<file path="src/rtl/hlp_pkg.sv">
// Shared types and constants for the host latch port.
// Assumes a fixed two-channel core and an 8-bit host data path.
package hlp_pkg;
    localparam int BYTE_W = 8;
    localparam int CODE_W = 6;
    localparam int NCH    = 2;

    typedef enum logic [1:0] {
        KIND_CFG1 = 2'd0,
        KIND_CFG2 = 2'd1,
        KIND_TONE = 2'd2,
        KIND_NONE = 2'd3
    } kind_e;

    typedef struct packed {
        logic             ext_clk;
        logic             binary;
        logic             alaw;
        logic [NCH-1:0]   ch_en;
        logic [NCH-1:0]   kp_long;
        logic [NCH-1:0]   kp_gate;
    } cfg_t;

    localparam cfg_t CFG_RESET = '{
        ext_clk: 1'b1,
        binary:  1'b0,
        alaw:    1'b0,
        ch_en:   '0,
        kp_long: '0,
        kp_gate: '0
    };

    // Sort a host byte by its leading bits.
    function automatic kind_e classify(input logic [BYTE_W-1:0] b);
        if (b[7])                 return KIND_TONE;
        else if (!b[6])           return KIND_CFG1;
        else if (!b[5])           return KIND_CFG2;
        else                      return KIND_NONE;
    endfunction
endpackage

</file>
<file path="src/rtl/hlp_sync.sv">
// Multi-stage synchronizer for asynchronous level inputs.
// Assumes each bit is an independent level; no bus coherency implied.
module hlp_sync #(
    parameter int               WIDTH   = 2,
    parameter int               STAGES  = 2,
    parameter logic [WIDTH-1:0] RST_VAL = '1
) (
    input  logic             clk,
    input  logic             rst_n,
    input  logic [WIDTH-1:0] async_in,
    output logic [WIDTH-1:0] sync_out
);
    logic [WIDTH-1:0] chain [STAGES];

    // Shift the asynchronous level through the flop chain.
    always_ff @(posedge clk) begin
        if (!rst_n) begin
            for (int i = 0; i < STAGES; i++) chain[i] <= RST_VAL;
        end else begin
            chain[0] <= async_in;
            for (int i = 1; i < STAGES; i++) chain[i] <= chain[i-1];
        end
    end

    assign sync_out = chain[STAGES-1];
endmodule

</file>
<file path="src/rtl/hlp_cmd_decode.sv">
// Input latch, occupancy flag and byte decoder.
// Captures the host byte on a synchronized write rise, consumes it one
// cycle later, updates settings or issues a transmit strobe.
// Assumes the host keeps bus_in stable for three clocks after the rise.
module hlp_cmd_decode
    import hlp_pkg::*;
(
    input  logic              clk,
    input  logic              rst_n,
    input  logic              wr_fall,
    input  logic              wr_rise,
    input  logic [BYTE_W-1:0] bus_in,
    output logic              in_flag,
    output cfg_t              cfg,
    output logic              tx_valid,
    output logic              tx_chan,
    output logic [CODE_W-1:0] tx_code
);
    logic [BYTE_W-1:0] held_q;
    logic              have_q;
    kind_e             kind;

    assign kind = classify(held_q);

    // Latch, consume and decode host bytes; flag tracks occupancy.
    always_ff @(posedge clk) begin
        if (!rst_n) begin
            in_flag  <= 1'b0;
            have_q   <= 1'b0;
            held_q   <= '0;
            cfg      <= CFG_RESET;
            tx_valid <= 1'b0;
            tx_chan  <= 1'b0;
            tx_code  <= '0;
        end else begin
            tx_valid <= 1'b0;
            if (have_q) begin
                have_q  <= 1'b0;
                in_flag <= 1'b0;
                case (kind)
                    KIND_CFG1: begin
                        cfg.ext_clk    <= held_q[5];
                        cfg.binary     <= held_q[4];
                        cfg.ch_en[0]   <= held_q[3];
                        cfg.kp_long[0] <= held_q[2];
                        cfg.kp_gate[0] <= held_q[1];
                    end
                    KIND_CFG2: begin
                        cfg.alaw       <= held_q[4];
                        cfg.ch_en[1]   <= held_q[3];
                        cfg.kp_long[1] <= held_q[2];
                        cfg.kp_gate[1] <= held_q[1];
                    end
                    KIND_TONE: begin
                        if (cfg.ch_en[held_q[6]]) begin
                            tx_valid <= 1'b1;
                            tx_chan  <= held_q[6];
                            tx_code  <= held_q[CODE_W-1:0];
                        end
                    end
                    default: ;
                endcase
            end
            if (wr_fall) in_flag <= 1'b1;
            if (wr_rise) begin
                held_q  <= bus_in;
                have_q  <= 1'b1;
                in_flag <= 1'b1;
            end
        end
    end
endmodule

</file>
<file path="src/rtl/hlp_out_latch.sv">
// Output latch and result-waiting flag (active low).
// Posts 00h once after reset as a life sign; a core post overrides a
// same-cycle read start so a fresh result is never hidden.
module hlp_out_latch
    import hlp_pkg::*;
(
    input  logic              clk,
    input  logic              rst_n,
    input  logic              post_valid,
    input  logic [BYTE_W-1:0] post_data,
    input  logic              rd_fall,
    output logic [BYTE_W-1:0] latch_q,
    output logic              flag_n
);
    logic boot_q;

    // Load results, post the life sign, clear waiting flag on read.
    always_ff @(posedge clk) begin
        if (!rst_n) begin
            boot_q  <= 1'b1;
            latch_q <= '0;
            flag_n  <= 1'b1;
        end else begin
            if (rd_fall) flag_n <= 1'b1;
            if (boot_q) begin
                boot_q  <= 1'b0;
                latch_q <= '0;
                flag_n  <= 1'b0;
            end else if (post_valid) begin
                latch_q <= post_data;
                flag_n  <= 1'b0;
            end
        end
    end
endmodule

</file>
<file path="src/rtl/host_latch_port.sv">
// Host-facing byte port: synchronizes the asynchronous strobes, finds
// their edges, and ties the input decoder and output latch together.
// Assumes strobes pulse for at least three clocks each.
module host_latch_port
    import hlp_pkg::*;
#(
    parameter int SYNC_STAGES = 2
) (
    input  logic              clk,
    input  logic              rst_n,
    input  logic              wr_n,
    input  logic              rd_n,
    input  logic [BYTE_W-1:0] bus_in,
    output logic [BYTE_W-1:0] bus_out,
    output logic              bus_oe,
    output logic              in_flag,
    output logic              out_flag_n,
    input  logic              post_valid,
    input  logic [BYTE_W-1:0] post_data,
    output logic              cfg_ext_clk,
    output logic              cfg_binary,
    output logic              cfg_alaw,
    output logic [NCH-1:0]    cfg_ch_en,
    output logic [NCH-1:0]    cfg_kp_long,
    output logic [NCH-1:0]    cfg_kp_gate,
    output logic              tx_valid,
    output logic              tx_chan,
    output logic [CODE_W-1:0] tx_code
);
    logic [1:0] strobe_s;
    logic [1:0] strobe_prev;
    logic       wr_s, rd_s;
    logic       wr_fall, wr_rise, rd_fall;
    cfg_t       cfg;

    hlp_sync #(.WIDTH(2), .STAGES(SYNC_STAGES), .RST_VAL(2'b11)) u_sync (
        .clk      (clk),
        .rst_n    (rst_n),
        .async_in ({rd_n, wr_n}),
        .sync_out (strobe_s)
    );

    assign wr_s = strobe_s[0];
    assign rd_s = strobe_s[1];

    // Remember last synchronized strobe levels for edge detection.
    always_ff @(posedge clk) begin
        if (!rst_n) strobe_prev <= 2'b11;
        else        strobe_prev <= strobe_s;
    end

    assign wr_fall = strobe_prev[0] & ~wr_s;
    assign wr_rise = ~strobe_prev[0] & wr_s;
    assign rd_fall = strobe_prev[1] & ~rd_s;

    hlp_cmd_decode u_dec (
        .clk      (clk),
        .rst_n    (rst_n),
        .wr_fall  (wr_fall),
        .wr_rise  (wr_rise),
        .bus_in   (bus_in),
        .in_flag  (in_flag),
        .cfg      (cfg),
        .tx_valid (tx_valid),
        .tx_chan  (tx_chan),
        .tx_code  (tx_code)
    );

    hlp_out_latch u_out (
        .clk        (clk),
        .rst_n      (rst_n),
        .post_valid (post_valid),
        .post_data  (post_data),
        .rd_fall    (rd_fall),
        .latch_q    (bus_out),
        .flag_n     (out_flag_n)
    );

    assign bus_oe      = ~rd_s;
    assign cfg_ext_clk = cfg.ext_clk;
    assign cfg_binary  = cfg.binary;
    assign cfg_alaw    = cfg.alaw;
    assign cfg_ch_en   = cfg.ch_en;
    assign cfg_kp_long = cfg.kp_long;
    assign cfg_kp_gate = cfg.kp_gate;
endmodule

</file>
<file path="config.mk">
export PLATFORM = sky130hd
export DESIGN_NAME = host_latch_port
export DESIGN_NICKNAME = d
export VERILOG_FILES = /design/src/rtl/hlp_pkg.sv /design/src/rtl/hlp_sync.sv /design/src/rtl/hlp_cmd_decode.sv /design/src/rtl/hlp_out_latch.sv /design/src/rtl/host_latch_port.sv
export SDC_FILE = /design/constraint.sdc
export NUM_CORES = 1
export LEC_CHECK = 0
export CORE_MARGIN = 4
export CORE_UTILIZATION = 54
export CTS_CLUSTER_SIZE = 30
export DETAILED_ROUTE_END_ITERATION = 8
export DONT_BUFFER_PORTS = 1
export PLACE_DENSITY = 0.72
export REMOVE_ABC_BUFFERS = 1
export SETUP_SLACK_MARGIN = 0.1
export SYNTH_ARGS = -nofsm -noshare
export SYNTH_HDL_FRONTEND = slang
export SYNTH_HIERARCHICAL = 1
export SYNTH_SLANG_ARGS = --single-unit
</file>
<file path="constraint.sdc">
create_clock -name clk -period 1.16 [get_ports clk]
set_input_delay 0.232 -clock clk [delete_from_list [all_inputs] [get_ports clk]]
set_output_delay 0.232 -clock clk [all_outputs]
set_load 0.01 [all_outputs]
</file>
Word-level counts from Yosys, hierarchy flattened:

Memories as Yosys holds them, arrays and structs flattened.
Cells that the tools add are included.

* bits in registers: 39
* memory bits (writable): 4
* input bits: 21
* output and inout port bits: 28
* logic and storage cells: 57
* memories kept: 1

* order comparisons: 1
* eq/ne operators: 2
* muxes and demuxes: 17
* bitwise operators: 9
* reduce and logical (&&, ||, !) cells: 8

Memory list
* u_sync.chain: words 2, bits a word 2, rd ports 2, clocked after Yosys merged registers in 0, write ports 2, RTL line hlp_sync.sv:13 `logic [WIDTH-1:0] chain [STAGES];`

Operators by type and width (number)
* $mux 1: 12
* $mux 2: 5
* $reduce_and 3->1: 2
* $reduce_bool 3->1: 2
* $not 1->1: 4
* $reduce_and 2->1: 2
* $and 1x1->1: 3
* $eq 2x1->1 const B: 1
* $eq 2x2->1 const B: 1
* $logic_not 2->1: 1
* $lt 1x2->1 const B: 1
* $or 1x1->1: 2
* $reduce_or 2->1: 1

Longest topological paths before layout:

* depth after elaboration: 5
* gate-level depth with buffers: 5
* depth with buffers taken out: 3

Cells and area by module:

The synthesis kept the hierarchy.

By module, submodules not included
* hlp_cmd_decode: times used 1, cells each 97, area an instance 1048.5 um^2, sequential area each 540.5 um^2
* hlp_out_latch: times used 1, cells each 32, area an instance 347.8 um^2, sequential area each 200.2 um^2
* hlp_sync: times used 1, cells each 10, area an instance 120.1 um^2, sequential area each 80.1 um^2
* host_latch_port: times used 1, cells each 8, area an instance 75.1 um^2, sequential area each 40.0 um^2

Worst setup path before layout:

Ideal clock, no wire load.

* path kind: register to register
* from: register u_dec.held_q[6]
* to: register u_dec/cfg[1] (netlist name)
* setup time: 0.116 ns
* arrival: 1.030 ns
* data required time: 1.044 ns
* setup slack: 0.014 ns
* stages on the path, launching flop included: 5
* buffers on the path: 1
* period minus slack after synthesis: 1.146 ns
* cell sequence: dfxtp_1 -> nor4bb_1 -> buf_4 -> mux2i_1 -> nor2b_1

* cells in the longest elaborated chain, start to end: 4

RTL lines
* from (decl): RTL line hlp_cmd_decode.sv:19 `logic [BYTE_W-1:0] held_q;`
* from (signal assigned): RTL line hlp_cmd_decode.sv:66 `held_q <= bus_in;`
* $mux 2: RTL line hlp_pkg.sv:36 `else if (!b[6]) return KIND_CFG1;`
* $mux 2: RTL line hlp_pkg.sv:35 `if (b[7]) return KIND_TONE;`
* $eq 2x1->1: RTL line hlp_cmd_decode.sv:40 `case (kind)`
* $reduce_and 2->1 (no line)

Every way passes these cells.
A chain may end at the register's enable or synchronous reset.

Worst setup path after layout:

* from: register u_dec.have_q
* to: register u_dec/cfg[1] (netlist name)

* cells in the longest elaborated chain, start to end: 1

RTL lines
* from (decl): RTL line hlp_cmd_decode.sv:20 `logic have_q;`
* from (signal assigned): RTL line hlp_cmd_decode.sv:29 `have_q <= 1'b0;`
* from (signal assigned): RTL line hlp_cmd_decode.sv:38 `have_q <= 1'b0;`
* from (signal assigned): RTL line hlp_cmd_decode.sv:67 `have_q <= 1'b1;`
* $reduce_and 2->1 (no line)

Every way passes these cells.

==> impl_metrics.toml <==
[critical_path]
crit_chain = "nor4bb_4 -> buf_4 -> mux2i_1 -> nor2b_1"
cp.required_ns = 1.41
arrival_ns = 1.46
crit_path_max_incr_delay_ns = 0.37
crit_buf_inv = 1
path_class = "reg -> reg"
end_kind = "flip-flop"
cp-start-kind = "flip-flop"
path_delay_family = "flip-flops"
slowest_stage = "dfxtp_2"
cp_max_fo = 4
r2r_slack_ns = -0.05

[global_routing]
grt-ovfl-total = 0
grt_usage_pct = 17.02
busiest_layer = "met2"
met1_usage_pct = 20.88
grt_pass1_vias = 1023
grt_util_met2_pct = 25.65
grt_max_degree = 30
antenna_found_initial = 0
grt_pass1_wl_mm = 5.230
met3_usage_pct = 7.748

[sta]
grt_setup_unrepaired = "true"
fin_ws_ns = -0.04594
slew_headroom_pct = 64.97
maxClockFrequency_mhz = 829.2
final_max_slew_viol_count = 0
hold_viol = 0
worstMarginPinSlew_ns = 0.5255
skew_ns = 0.01044
min_period_over_period_pct = 104.0
finalSetupViolations = 4
fin_hold_ws_ns = 0.01315
setup_tns_ns = -0.1396
fin_crit_ns = 1.206

[finish]
drive_gt1_share_pct = 21.69
mostFrequentLayoutCells = "36 x dfxtp_1, 30 x mux2i_1, 19 x nor2b_1, 13 x nand2_1, 9 x nor2_1"
multiInputGateArea_sq_um = 711.9
syn_to_final_growth_pct = 21.86
finish.utilization_pct = 69.73
fill_cells = 209
finalNonFillerCells = 197
mostFrequentLayoutCell = "dfxtp_1"
register_area_sq_um = 874.6
finalInstanceArea_sq_um = 1939
num_antenna_cells = 0
finalNetCount = 186

[drt]
routed_via_density = 5.310
wl_per_cell_um = 16.64
first_iter_violations = 49
dr.pass1.iters = 4
drt-total-wl_mm = 3.279
drtAntennaViolNets = 0
drt_drc_violations_left = 0
vias = 1046

[placed_design]
dpl_cell_area_sq_um = 1635
placed_cells = 177
portBuffers = 0
dp_hpwl_mm = 2.014
globalplace.congestion = 0.8860
pre_cts_slack_ns = -0.09460

[power]
power_frac_clock_pct = 40.6
switching_share_pct = 19.16
ir_worst_vdd_uv = 1467
switching_power_mw = 0.5328
internal_power_mw = 2.249
leakage_nw = 0.7068
p_total_mw = 2.781
p_comb_share_pct = 4.2
p_seq_share_pct = 55.2
powerDensity_nw_per_um2 = 1434

[synth]
yosys_register_bits = 43
synth.avg_cell_area_sq_um = 10.83
synthDistinctLibCells = 21
yosys_warnings = 6
syn_inst = 147
yosys_most_used_dff = "dfxtp_1"
netlist_area_sq_um = 1592
synth_edf_count = 0
yosysSeqAreaShare_pct = 54.09
async_flop_share_pct = 0

[status]
violations = "setup timing"
status = "complete, but fails checks"

[job]
cap_violations = 0

[clocking]
cts_sinks = 43
cts_buffers = 5
cts-root-buf = "clkbuf_4"
h-tree-depth = 2
clk_latency_ns = 0.35
cts_tree = "done"
clk_transition_reported_paths_ns = 0.12
clockBufferDepth = 2

[floorplan]
chipWidth_um = 62.29
start_util_pct = 57.22
core_area_sq_um = 2781
chipHeight_um = 62.29
dieArea_sq_um = 3880
std_cell_rows = 19
ios = 49

[hold_path]
min_path_type = "in -> reg"
[layout make-up]
| cell class | count | area share, % |
|---|---|---|
| Sequential cell | 43 | 45.10 |
| Timing Repair Buffer | 20 | 10.58 |
| Tap cell | 31 | 2.000 |
| Clock buffer | 6 | 2.129 |
| Multi-Input combinational cell | 93 | 36.71 |
| Inverter | 2 | 0.3871 |
| Clock inverter | 2 | 3.097 |
[timing repair]
action / in CTS / in global routing
endpoints found under the setup margin: 23 / 28
hold buffers: 5 / 2
resized for setup: 19 / 7
hold endpoints to repair: 14 / 8
pin swaps: 4 / 1
buffers inserted: 5 / 0
[power groups by stage]
| stage | Sequential (mW) | Clock, mW | Combinational (mW) |
|---|---|---|---|
| detailed placement | 1.57 | 0 | 0.0799 |
| CTS | 1.53 | 1.15 | 0.105 |
| global route | 1.54 | 1.24 | 0.129 |
| finish | 1.54 | 1.13 | 0.117 |
| global placement | 1.57 | 0 | 0.0764 |
| floorplan | 1.56 | 0 | 0.0652 |
[sequential cells by signal, indices dropped and copies added (netlist names), 2 cells and up]
signal and flops:
strobe_prev 2, u_dec/held_q 8, u_sync/chain 4, u_dec/cfg 9, u_dec/tx_code 6, u_out/latch_q 8
[cells in the mapped netlist (2+ instances only)]
library cell   n  share of area (%)
mux2i_1       32                 20
nor2b_1       20                7.9
buf_2          2               0.63
nand2b_1       7                2.8
dfxtp_1       43                 54
and2_1         2               0.79
buf_4          3                1.4
clkbuf_1       3               0.71
inv_1          2               0.47
nand2_1       14                3.3
nor2_1         9                2.1
[cell families (layout without fill, tap and decap cells)]
family	count (synthesis)	after routing	share of synthesized area, %
AND/OR/NAND/NOR	57	57	20.13
flip-flops	43	43	54.09
multiplexers	32	32	20.13
buffers and inverters	11	30	3.931
AO/OA/AOI/OAI	4	4	1.730
[worst paths after layout]
check / from / to / depth (start not counted)
worst max-delay path: u_dec/have_q$_SDFF_PN0_ / u_dec/cfg[1]$_SDFFE_PN0P_ / 4
worst min-delay path: rst_n / u_dec/held_q[2]$_SDFFE_PN0P_ / 1
worst max register to register: u_dec/have_q$_SDFF_PN0_ / u_dec/cfg[1]$_SDFFE_PN0P_ / 4
worst min register to register: u_sync/chain[0][1]$_SDFF_PN1_ / u_sync/chain[0][3]$_SDFF_PN1_ / 1
[per-layer routing]
metal / up-vias / part of all wire, %
li1: 515 / -
met1: 492 / 43
met2: 34 / 48
met3: 5 / 8.5
met4: 0 / 1.3
met5: - / 0
No activity file was read; power rests on OpenSTA's default activity.
